### config.mk
export PLATFORM = sky130hd
export DESIGN_NAME = simt_mask_stack
export DESIGN_NICKNAME = d
export VERILOG_FILES = /design/src/rtl/simt_mask_pkg.sv /design/src/rtl/mask_cmd_decode.sv /design/src/rtl/mask_stack_store.sv /design/src/rtl/simt_mask_stack.sv
export SDC_FILE = /design/constraint.sdc
export NUM_CORES = 1
export LEC_CHECK = 0
export ABC_CLOCK_PERIOD_IN_PS = 4400
export BUFFER_PORTS_ARGS = -buffer_cell sky130_fd_sc_hd__buf_2
export CAP_MARGIN = 20
export CORE_ASPECT_RATIO = 0.6
export CORE_UTILIZATION = 37
export CTS_BUF_LIST = sky130_fd_sc_hd__clkbuf_4
export CTS_CLUSTER_DIAMETER = 200
export DETAILED_ROUTE_END_ITERATION = 10
export PLACE_DENSITY_LB_ADDON = 0.2
export SLEW_MARGIN = 20
export SYNTH_ARGS = -nofsm -noshare
export SYNTH_HDL_FRONTEND = slang
export SYNTH_HIERARCHICAL = 1
export SYNTH_SLANG_ARGS = --single-unit
### constraint.sdc
create_clock -name clk -period 4.4 [get_ports clk]
set_input_delay 0.44 -clock clk [delete_from_list [all_inputs] [get_ports clk]]
set_output_delay 0.44 -clock clk [all_outputs]
set_load 0.02 [all_outputs]
### src/rtl/simt_mask_pkg.sv
package simt_mask_pkg;
    typedef enum logic [1:0] {
        CMD_NONE = 2'd0,
        CMD_PUSH = 2'd1,
        CMD_FLIP = 2'd2,
        CMD_POP  = 2'd3
    } mask_cmd_e;
endpackage

### src/rtl/mask_cmd_decode.sv
module mask_cmd_decode
    import simt_mask_pkg::*;
(
    input  logic      push_i,
    input  logic      flip_i,
    input  logic      pop_i,
    output mask_cmd_e cmd_o
);
    // fixed priority: push, then flip, then pop
    always_comb begin
        if (push_i)      cmd_o = CMD_PUSH;
        else if (flip_i) cmd_o = CMD_FLIP;
        else if (pop_i)  cmd_o = CMD_POP;
        else             cmd_o = CMD_NONE;
    end
endmodule

### src/rtl/mask_stack_store.sv
module mask_stack_store #(
    parameter int LANES = 32,
    parameter int DEPTH = 8,
    localparam int IW = (DEPTH > 1) ? $clog2(DEPTH) : 1
) (
    input  logic             clk,
    input  logic             rst_n,
    input  logic             wr_en,
    input  logic [IW-1:0]    wr_idx,
    input  logic [LANES-1:0] wr_data,
    input  logic [IW-1:0]    rd_idx,
    output logic [LANES-1:0] rd_data
);
    logic [LANES-1:0] entry_q [DEPTH];

    for (genvar g = 0; g < DEPTH; g++) begin : g_entry
        always_ff @(posedge clk) begin
            if (!rst_n)
                entry_q[g] <= '0;
            else if (wr_en && (wr_idx == IW'(g)))
                entry_q[g] <= wr_data;
        end
    end

    always_comb begin
        rd_data = '0;
        for (int k = 0; k < DEPTH; k++)
            if (rd_idx == IW'(k)) rd_data = entry_q[k];
    end
endmodule

### src/rtl/simt_mask_stack.sv
module simt_mask_stack
    import simt_mask_pkg::*;
#(
    parameter int LANES = 32,
    parameter int DEPTH = 8
) (
    input  logic             clk,
    input  logic             rst_n,
    input  logic             push_i,
    input  logic             flip_i,
    input  logic             pop_i,
    input  logic [LANES-1:0] pred_i,
    output logic [LANES-1:0] mask_o,
    output logic             all_off_o,
    output logic             ovf_o,
    output logic             unf_o
);
    localparam int SW = $clog2(DEPTH + 1);
    localparam int IW = (DEPTH > 1) ? $clog2(DEPTH) : 1;

    typedef struct packed {
        logic [LANES-1:0] mask;
        logic [SW-1:0]    sp;
        logic             ovf;
        logic             unf;
    } state_t;

    state_t           st_d, st_q;
    mask_cmd_e        cmd;
    logic             wr_en;
    logic [IW-1:0]    wr_idx;
    logic [IW-1:0]    rd_idx;
    logic [LANES-1:0] top_mask;

    mask_cmd_decode u_dec (
        .push_i (push_i),
        .flip_i (flip_i),
        .pop_i  (pop_i),
        .cmd_o  (cmd)
    );

    mask_stack_store #(.LANES(LANES), .DEPTH(DEPTH)) u_store (
        .clk     (clk),
        .rst_n   (rst_n),
        .wr_en   (wr_en),
        .wr_idx  (wr_idx),
        .wr_data (st_q.mask),
        .rd_idx  (rd_idx),
        .rd_data (top_mask)
    );

    assign wr_idx = IW'(st_q.sp);
    assign rd_idx = IW'(st_q.sp - SW'(1));

    always_comb begin
        st_d     = st_q;
        st_d.ovf = 1'b0;
        st_d.unf = 1'b0;
        wr_en    = 1'b0;
        unique case (cmd)
            CMD_PUSH: begin
                if (st_q.sp == SW'(DEPTH)) begin
                    st_d.ovf = 1'b1;
                end else begin
                    wr_en     = 1'b1;
                    st_d.sp   = st_q.sp + SW'(1);
                    st_d.mask = st_q.mask & pred_i;
                end
            end
            CMD_FLIP: begin
                if (st_q.sp == '0) st_d.unf = 1'b1;
                else               st_d.mask = top_mask & ~st_q.mask;
            end
            CMD_POP: begin
                if (st_q.sp == '0) begin
                    st_d.unf = 1'b1;
                end else begin
                    st_d.mask = top_mask;
                    st_d.sp   = st_q.sp - SW'(1);
                end
            end
            default: ;
        endcase
    end

    always_ff @(posedge clk) begin
        if (!rst_n) begin
            st_q.mask <= '1;
            st_q.sp   <= '0;
            st_q.ovf  <= 1'b0;
            st_q.unf  <= 1'b0;
        end else begin
            st_q <= st_d;
        end
    end

    assign mask_o    = st_q.mask;
    assign all_off_o = (st_q.mask == '0);
    assign ovf_o     = st_q.ovf;
    assign unf_o     = st_q.unf;
endmodule

[After elaboration in Yosys (flattened, before gate mapping)]
Memories as Yosys holds them, arrays and structs flattened.
Cells that the tools add are included.
Word-level totals
  bits in registers: 38
  bits in writable memories: 256
  input bits: 37
  logic and storage cells: 111
  memories: 1
Cells by class
  add/subtract/negate cells: 2
  equality and inequality tests: 21
  multiplexer cells: 53
  bitwise logic cells: 11
  reduce and logical (&&, ||, !) cells: 19
Memories
  u_store.entry_q: words 8, bits a word 32, read ports 8, clocked after memory_dff 0, write ports 8, line mask_stack_store.sv:14  | logic [LANES-1:0] entry_q [DEPTH];
Operator list (count)
  32-bit 2-to-1 mux: 17
  32-bit one-hot mux with 3 select lines: 1
  36-bit 2-to-1 mux: 2
  32-bit AND: 2
  32-bit logical NOT: 1
  32-bit inverter: 1
  1-bit 2-to-1 mux: 29
  3-bit == test (second input constant): 8
  3-bit by 2-bit == test with 1-bit output (second input constant): 4
  1-bit logical AND: 8
  1-bit OR: 8
  4-bit one-hot mux with 2 select lines: 1
  3-bit by 1-bit == test with 1-bit output (second input constant): 2
  3-bit logical NOT: 2
  2-bit 2-to-1 mux: 3
  2-bit inequality test (second input constant): 3
  4-bit by 1-bit adder with 4-bit output (second input constant): 1
  2-bit == test (second input constant): 2
  4-bit == test (second input constant): 1
  4-bit logical NOT: 1
  2-bit AND reduction: 2
  4-bit AND reduction: 1
  4-bit by 1-bit subtractor with 4-bit output (second input constant): 1
  3-bit AND reduction: 1
  4 further kinds: 4

[Depth between registers and ports, before layout]
Gate-level depths: netlist (run 1).
  depth in word-level cells: 13
  mapped depth: 12

[Modules after synthesis]
Netlist (run 1), hierarchy kept.
Modules (own cells, without submodules)
  mask_stack_store: instances 1, cells an instance 934, area an instance 11945.2 µm²
  simt_mask_stack: instances 1, cells an instance 261, area an instance 2230.9 µm²
  mask_cmd_decode: instances 1, cells an instance 4, area an instance 18.8 µm²

[Least setup slack after synthesis (run 1)]
No wires, ideal clock.
  kind: input to register
  start point: input flip_i
  end point: memory u_store.entry_q[4][0] (netlist: u_store/entry_q[1][0]) (enable)
  library setup time: 0.470 ns
  arrival time: 3.848 ns
  data required time: 3.930 ns
  slack: 0.082 ns
  stages on the path: 8
  cell sequence: inv_1 -> a21o_1 -> buf_2 -> clkbuf_1 -> nand2_1 -> a21oi_1 -> nand2_1 -> o31ai_1
RTL lines
  start, declared: line simt_mask_stack.sv:10  | input logic flip_i,
  end, declared: line mask_stack_store.sv:14

==> results of run 1 <==
-- sequential cells by signal (all words and copies together), names as in the netlist --
signal / flops
unf_o: 1
ovf_o: 1
st_q: 4
u_store/entry_q: 256
mask_o: 32
-- routing by layer --
metal | part of all wire [%] | up-vias | track usage (%)
li1 | - | 4544 | -
met1 | 49 | 4903 | 32.3
met2 | 43 | 308 | 31.5
met3 | 6.0 | 60 | 4.82
met4 | 1.9 | 0 | 6.53
met5 | 0 | - | 0
-- timing repair --
action                                  in CTS  in global routing
setup buffers                                0                  0
endpoints found under the setup margin       0                  0
endpoints found under the hold margin       24                  0
hold buffers                                24                  0
-- cell families after synthesis --
logic type | share of synthesized area [%]
simple gates | 16.2
flops | 59.5
compound gates | 13.6
buf+inv | 5.65
mux | 4.65
xor+xnor | 0.247
fa+ha+maj | 0.176
-- power by group --
part	internal [W]	switching (W)	total, W	leakage, nW
combinational	0.000895	0.00170	0.00260	2.82
sequential	0.00332	0.000285	0.00360	2.98
clock	0.00130	0.00118	0.00248	0.600
total	0.00552	0.00316	0.00868	6.39
-- cell usage after synthesis (18+ instances only) --
library cell / n / area [µm²]
and2_1: 257 / 1610
edfxtp_1: 256 / 7690
a21oi_1: 92 / 460
nand2_1: 72 / 270
mux2i_1: 66 / 661
clkbuf_1: 54 / 203
o21ai_0: 48 / 240
dfxtp_1: 38 / 761
inv_1: 37 / 139
buf_4: 35 / 263
a221oi_1: 29 / 254
a22oi_1: 29 / 218
o31a_1: 29 / 254
buf_2: 20 / 100
or2_0: 19 / 119
o221ai_2: 18 / 270
-- final cells by class --
| class | count | share of cell area (%) |
|---|---|---|
| clock buffers | 121 | 5.58 |
| multi-input cells | 747 | 31.4 |
| diodes | 3 | 0.0461 |
| well taps | 513 | 3.94 |
| clock inverters | 17 | 0.576 |
| inverters | 38 | 0.899 |
| flip-flops and latches | 294 | 51.9 |
| repair buffers | 133 | 5.72 |
-- worst register-to-register path, delay by kind of cell, from the launching register on --
family / cells / cell delay, ps
flip-flops: 1 / 690
buffers and inverters: 2 / 490
AO/OA/AOI/OAI: 1 / 350
adder cells (fa/ha/maj): 1 / 310
AND/OR/NAND/NOR: 4 / 1330
-- worst paths after layout --
path	end	slack, ps	depth (start not counted)
hold / removal	mask_o[18]	90	3
hold reg to reg	st_q[5]	590	2
setup reg to reg	u_store/entry_q[1][33]	1060	8
setup / recovery	u_store/entry_q[1][33]	1060	8
-- through the flow --
step           utilization [%]  cell area, µm²  setup WS, ps  instances
6_report                  43.2           16300          1060       1866
5_1_grt                   43.2           16300           854       1864
4_1_cts                   43.2           16300          1060       1863
3_5_place_dp              39.9           15000          1130       1701
2_1_floorplan                -           14200          82.1       1199
3_3_place_gp              39.9           15000          1150       1701
==> key figures, run 1 <==
Outcome
  – Status: complete, no violations

Setup path
  – CP max stage cell: dfxtp_1
  – Max incr delay on CP: around 690 ps
  – CP Cell Sequence: inv_4 > ha_1 > nor2b_1 > a21oi_1 > nand3_1 > nor2_2 > buf_4 > and2_1
  – CP startpoint kind: flip-flop
  – Worst Path Arrival: 3930 ps
  – CP max FO: 20
  – Delay-heaviest family, CP: simple AND/OR/NAND/NOR gates
  – CP bufs+invs: 2
  – Critical path class: reg -> reg
  – Crit. End Element: flip-flop
  – RR Startpoint: st_q[2]
  – Worst Setup SP: st_q[2]
  – CP required: 4990 ps

Global route
  – Initial antenna violation count: 2
  – Remaining Overflow, GRT: 0
  – First-pass GRT wire length: about 62000 µm
  – Number of global-route vias before repair: 9653
  – GR Util All Layers: between 20% and 30%
  – Largest net degree at the start of global routing: between 70 and 80

Detailed routing
  – Routed len/inst: approximately 22 µm
  – TritonRoute pass-1 iters: 6
  – Via Count: 9815
  – Final ANT Viol Nets: 0
  – DRC viols: 0
  – Vias per inst: 5.26
  – Total wire length: 42000 µm
  – Number of DRC markers in iteration 0: between 800 and 900

Timing
  – Post-route setup TNS: 0 ps
  – Tcrit/Tclk final: 76.0%
  – Slew Limit Headroom: roughly a quarter
  – Slew Limit Fails: 0
  – Tmin final: 3340 ps
  – Unrepaired setup endpoints after global routing: false
  – Final Skew: 48.2 ps
  – Setup violators final: 0
  – Hold Slack: between 80 and 90 ps
  – Slew @ Worst Pin: 1130 ps
  – Final Hold Viols: 0
  – Fmax: approximately 300 MHz

Hold path
  – Worst min-delay path startpoint: pred_i[18]
  – Worst hold-check path type: in -> reg

Final layout
  – Multi-input gate area: 5110 µm²
  – Synth-to-layout area growth: 14.7%
  – Most frequent cells in the layout: 257 x and2_1, 256 x edfxtp_1, 121 x clkbuf_4
  – Filler cells: 3611
  – FF/Latch Area: 8450 µm²
  – Share of layout cells above drive strength 1: 21.3%
  – Commonest non-fill, non-tap cell in the layout: and2_1
  – Final #Nets: approximately 1300

Synthesis
  – EDFF count, synth: 256
  – Cell count after synthesis: 1199
  – YS warnings: 6
  – Net Count, Synth: 1238
  – Netlist cell types: 45
  – Mean cell area of the mapped netlist: 11.8 µm²
  – Ys flop type: edfxtp_1
  – Register bit count reported by yosys: about 290
  – Asr flop ratio synth: 0%
  – Post-synthesis cell area: 14200 µm²
  – Register area share after synthesis: between 50 and 60%

Floorplanning
  – Die area: 39200 µm²
  – Die Width: 255 µm
  – Die Y: 154 µm
  – Io pins: 72
  – Starting density of the core: 37.6%
  – Core area: 37700 µm²
  – Cell Rows: 55

CTS
  – Clock root buffer: clkbuf_4
  – CTS resizes: 0
  – CTS buffer count: 75
  – H-tree Lvls: 3
  – Worst-path clk slew: ~80 ps
  – Worst-Skew Late Latency: around 760 ps
  – TritonCTS clock tree: yes
  – Clock sinks: 294
  – Clock buffer depth: 3

Place
  – Count of buffers from port buffering: 71
  – GPL Wtd Cong: 0.751
  – DP Wirelength: 23500 µm

Pwr
  – VDD IR-drop max: 319 µV
  – Total Power: 0.00868 W
  – LEAKAGE: 6.39 nW
  – Cell Pwr Density: 533 nW/µm²

Flow run
  – Max-cap violation count: 0
Note: power is estimated with default switching activity, not from simulation.
==> run 2, diff against run 1 <==
--- a/config.mk
+++ b/config.mk
@@ -5,7 +5,7 @@
 export SDC_FILE = /design/constraint.sdc
 export NUM_CORES = 1
 export LEC_CHECK = 0
-export ABC_CLOCK_PERIOD_IN_PS = 4400
+export ABC_CLOCK_PERIOD_IN_PS = 2750
 export BUFFER_PORTS_ARGS = -buffer_cell sky130_fd_sc_hd__buf_2
 export CAP_MARGIN = 20
 export CORE_ASPECT_RATIO = 0.6
==> constraint.sdc (replaced) <==
create_clock -name clk -period 2.75 [get_ports clk]
set_input_delay 0.275 -clock clk [delete_from_list [all_inputs] [get_ports clk]]
set_output_delay 0.275 -clock clk [all_outputs]
set_load 0.02 [all_outputs]
==> run 2 against run 1 <==
Against the previous run: via count rose by 1.2%; sequential cell count did not move; first-iteration DRC count fell by 4.8%; sequential power rose by 56%; critical path type unchanged.
==> key figures, run 2 (synthesis gave the netlist of run 1 again) <==
Floorplanning
  – Io pins: 72
  – Die area: 39200 µm²
  – Cell Rows: 55
  – Core area: 37700 µm²
  – Starting density of the core: 37.6%
  – Die Width: 255 µm
  – Die Y: 154 µm

Timing
  – Tmin final: approximately 2600 ps
  – Slew Limit Fails: 0
  – Final worst setup slack: around 140 ps
  – Unrepaired setup endpoints after global routing: false
  – Slew Limit Headroom: 50.7%
  – Final Hold Viols: 0
  – Tcrit/Tclk final: 94.9%
  – Hold Slack: around 210 ps
  – Fmax: 383 MHz
  – Slew @ Worst Pin: about 740 ps
  – Final Skew: 61.1 ps
  – Setup violators final: 0

Global route
  – Remaining Overflow, GRT: 0
  – Initial antenna violation count: 2
  – Largest net degree at the start of global routing: 130
  – GR Util All Layers: roughly 22%
  – Number of global-route vias before repair: between 9000 and 10000
  – First-pass GRT wire length: about 63000 µm

Detailed routing
  – Via Count: 9929
  – Vias per inst: 5.25
  – Routed len/inst: 22.5 µm
  – Total wire length: 42500 µm
  – DRC viols: 0
  – Final ANT Viol Nets: 0
  – Number of DRC markers in iteration 0: 805
  – TritonRoute pass-1 iters: 5

Hold path
  – Worst min-delay path startpoint: push_i
  – Hold Crit Depth: 6
  – Worst hold-check path type: in -> reg

Pwr
  – Total Power: 0.0141 W
  – VDD IR-drop max: approximately 510 µV
  – LEAKAGE: 6.61 nW
  – Cell Pwr Density: 841 nW/µm²

CTS
  – Clock buffer depth: 3
  – Clock root buffer: clkbuf_4
  – Clock sinks: 294
  – TritonCTS clock tree: yes
  – CTS buffer count: 73
  – Worst-path clk slew: around 70 ps
  – Worst-Skew Late Latency: about 760 ps
  – H-tree Lvls: 3

Outcome
  – Status: complete, no violations

Setup path
  – Critical path class: reg -> reg
  – Worst Setup SP: st_q[3]
  – CP required: between 3000 and 4000 ps
  – CP max stage cell: a21oi_1
  – CP Cell Sequence: inv_1 > ha_1 > nor2b_1 > a21oi_1 > nand2_1 > o31ai_4 > buf_12
  – Reg2reg path depth: 7
  – CP max FO: 32
  – Max incr delay on CP: 380 ps
  – Worst Path Arrival: around 3000 ps
  – CP startpoint kind: flip-flop
  – Crit. End Element: flip-flop
  – RR Startpoint: st_q[3]

Final layout
  – Commonest non-fill, non-tap cell in the layout: and2_1
  – Biggest register: u_store/entry_q
  – Most frequent cells in the layout: 257 x and2_1, 256 x edfxtp_1, 123 x clkbuf_4
  – Synth-to-layout area growth: 18.0%
  – Final cell count without fillers: 1892
  – Max reg flops: 256
  – Final #Nets: 1360
  – Share of layout cells above drive strength 1: 22.9%

Place
  – Count of buffers from port buffering: 71
  – Pre-CTS setup slack: 174 ps
  – Placed Instances: 1723
  – GPL Wtd Cong: 0.774
  – DP Wirelength: 23600 µm

Flow run
  – Max-cap violation count: 0
-- run 2: cell count changes in the layout (fill, tap and decap cells not counted) --
cell	previous run	this run
clkinvlp_4	1	0
nor4_1	8	5
dfxtp_2	0	1
nor4_2	0	2
dfxtp_1	38	37
buf_4	34	42
buf_12	4	17
clkbuf_4	121	123
clkinv_1	14	6
nor4_4	0	1
dlygate4sd3_1	24	36
diode_2	3	2
buf_6	0	1
-- run 2: final timing paths --
check                                              to  slack [ps]
worst max-delay path            u_store/entry_q[1][0]         140
worst min-delay path                          st_q[3]         210
worst max register to register  u_store/entry_q[1][0]         140
worst min register to register                  ovf_o         580
-- run 2: routing by layer --
metal,track usage [%],up-vias,wire (µm)
met2,31.3,334,17800
met1,33.2,4928,21200
li1,-,4615,-
met4,5.96,0,657
met3,5.04,52,2850
met5,0,-,0
-- run 2: area by class of cell --
cell class	count	area, µm²
fill	3632	21000
sequential	294	8450
multi-input combinational	747	5140
timing repair buffer	167	1380
clock buffer	123	923
tap	513	642
inverter	38	146
clock inverter	8	56.3
antenna	2	5.00
-- run 2: power by group --
| group | leakage (nW) | total, W | switching [W] | internal [W] |
|---|---|---|---|---|
| Sequential | 2.98 | 0.00563 | 0.000318 | 0.00531 |
| Combinational | 3.04 | 0.00451 | 0.00290 | 0.00161 |
| Clock | 0.596 | 0.00395 | 0.00185 | 0.00210 |
| Total | 6.61 | 0.0141 | 0.00507 | 0.00902 |
-- run 2: worst max-delay path: cells and delay by family (launching register included) --
kind | cells | cell delay [ps]
adder cells (fa/ha/maj) | 1 | 280
AO/OA/AOI/OAI | 2 | 720
flip-flops | 1 | 340
buffers and inverters | 2 | 350
AND/OR/NAND/NOR | 2 | 540
-- run 2: what timing repair did --
item / CTS / global route
setup buffers: 0 / 0
pin swaps: 0 / 0
resized for setup: 2 / 3
endpoints found under the hold margin: 33 / 0
setup endpoints to repair: 1 / 5
hold buffers: 36 / 0
-- run 2: stage by stage --
step / cell area [µm²] / setup TNS (ps) / util (%)
CTS: 16700 / 0 / 44.3
detailed placement: 15400 / 0 / 40.7
floorplan: 14200 / -107010 / -
global placement: 15400 / 0 / 40.7
global route: 16700 / 0 / 44.4
finish: 16700 / 0 / 44.4
==> run 3, diff against run 2 <==
--- a/config.mk
+++ b/config.mk
@@ -8,6 +8,8 @@
 export ABC_CLOCK_PERIOD_IN_PS = 2750
 export BUFFER_PORTS_ARGS = -buffer_cell sky130_fd_sc_hd__buf_2
 export CAP_MARGIN = 20
+export CELL_PAD_IN_SITES_DETAIL_PLACEMENT = 0
+export CELL_PAD_IN_SITES_GLOBAL_PLACEMENT = 2
 export CORE_ASPECT_RATIO = 0.6
 export CORE_UTILIZATION = 37
 export CTS_BUF_LIST = sky130_fd_sc_hd__clkbuf_4
==> run 3 against run 2 <==
Against the previous run: cell count increased by 0.42%; worst setup slack gained 59 ps; register-to-register slack better by 160 ps; sequential power rose by 0.9%; sequential cell count unchanged; final area down 0.16%; first-iteration DRC count is 5.3% lower; core utilization decreased by 0.070 points; hold slack worse by 110 ps; global-route usage grew 0.69 points.
==> key figures, run 3 (synthesis gave the netlist of run 1 again) <==
Timing
  – Slew Limit Headroom: 46.7%
  – Final Skew: 48.5 ps
  – Unrepaired setup endpoints after global routing: false
  – Fmax: 392 MHz
  – Slew @ Worst Pin: 800 ps
  – Tmin final: around 2500 ps
  – Slew Limit Fails: 0
  – Final Hold Viols: 0
  – Setup violators final: 0
  – Tcrit/Tclk final: a little over 90%
  – Final worst setup slack: between 200 and 250 ps

CTS
  – Worst-Skew Late Latency: 750 ps
  – Clock sinks: 294
  – CTS buffer count: 76
  – TritonCTS clock tree: yes
  – Clock root buffer: clkbuf_4
  – Post-CTS Setup Repair Bufs: 0
  – H-tree Lvls: 3
  – Worst-path clk slew: 70 ps
  – Clock buffer depth: 3

Hold path
  – Worst hold-check path type: in -> reg
  – Worst min-delay path startpoint: pop_i
  – Hold Crit Depth: 4
  – Hold Path End: ovf_o

Setup path
  – Crit. End Element: primary output
  – R2r setup slk: 300 ps
  – RR Startpoint: st_q[2]
  – CP max FO: 11
  – CP required: between 2000 and 2500 ps
  – Critical path class: reg -> out
  – Worst Path Arrival: 2270 ps
  – Worst Setup SP: mask_o[8]
  – Reg2reg path depth: 10
  – CP startpoint kind: flip-flop
  – Reg2reg end: mask_o[3]

Final layout
  – Biggest register: u_store/entry_q
  – Synth-to-layout area growth: 17.8%
  – Most frequent cells in the layout: 257 x and2_1, 256 x edfxtp_1, 121 x clkbuf_4
  – Commonest non-fill, non-tap cell in the layout: and2_1
  – Share of layout cells above drive strength 1: a little under a quarter
  – Final #Nets: 1371
  – Max reg flops: 256
  – Final cell count without fillers: 1900

Place
  – GPL Wtd Cong: 0.768
  – Placed Instances: 1733
  – DP Wirelength: between 20000 and 30000 µm
  – Pre-CTS setup slack: ~250 ps
  – Count of buffers from port buffering: about 70

Global route
  – Initial antenna violation count: 1
  – Remaining Overflow, GRT: 0
  – GR Util All Layers: 22.7%
  – Number of global-route vias before repair: 9749
  – First-pass GRT wire length: 64700 µm
  – Largest net degree at the start of global routing: 130

Detailed routing
  – TritonRoute pass-1 iters: 5
  – Final ANT Viol Nets: 0
  – Total wire length: 43000 µm
  – Vias per inst: ~5.2
  – Number of DRC markers in iteration 0: 762
  – Routed len/inst: about 23 µm
  – DRC viols: 0
  – Via Count: between 9000 and 10000

Floorplanning
  – Die Y: ~150 µm
  – Die Width: 255 µm
  – Io pins: 72
  – Die area: 39200 µm²
  – Starting density of the core: between 30 and 40%
  – Core area: 37700 µm²
  – Cell Rows: 55

Pwr
  – VDD IR-drop max: 660 µV
  – Cell Pwr Density: ~850 nW/µm²
  – LEAKAGE: 6.63 nW
  – Total Power: approximately 0.014 W

Flow run
  – Max-cap violation count: 0

Outcome
  – Status: complete, no violations
-- run 3: worst max-delay path: stages (launching register included) --
cell	delay [ps]
dfxtp_1	430
nor4_2	460
nand4_1	270
nor2_2	220
buf_2	190
-- run 3: cell type report --
class                   count  area (µm²)
well taps                 513         642
multi-input cells         747        5160
diodes                      1        2.50
clock buffers             121         908
clock inverters            11        95.1
flip-flops and latches    294        8450
fillers                  3616       21000
inverters                  38         146
repair buffers            175        1310
-- run 3: what timing repair did --
item	4_1_cts	5_1_grt
resized for setup	6	4
endpoints found under the hold margin	34	0
setup endpoints to repair	1	1
hold buffers	34	0
-- run 3: worst max path at each step --
stage / to / slack [ps] / depth (start not counted)
detailed placement: mask_o[11] / 250 / 9
global placement: mask_o[11] / 260 / 9
CTS: all_off_o / 20 / 5
floorplan: u_store/entry_q[1][100] / -570 / 6
finish: all_off_o / 200 / 4
global route: all_off_o / 30 / 4
-- run 3: layer usage --
layer	part of all wire, %	global-route usage (%)
met1	51	34.9
met2	42	31.8
met3	4.9	4.79
met4	1.7	6.24
met5	0	0
-- run 3: report_power, final --
group	switching, W	internal, W
logic	0.00292	0.00159
registers	0.000367	0.00531
clock network	0.00184	0.00217
-- run 3: stage by stage --
step / TNS, ps / hold slack [ps] / util [%] / instance area (µm²)
after detailed placement: 0 / 572 / 40.6 / 15300
after global placement: 0 / 581 / 40.6 / 15300
after floorplan: -107010 / 495 / - / 14200
final: 0 / 104 / 44.3 / 16700
after global routing: 0 / 63.7 / 44.3 / 16700
after CTS: 0 / 25.7 / 44.3 / 16700
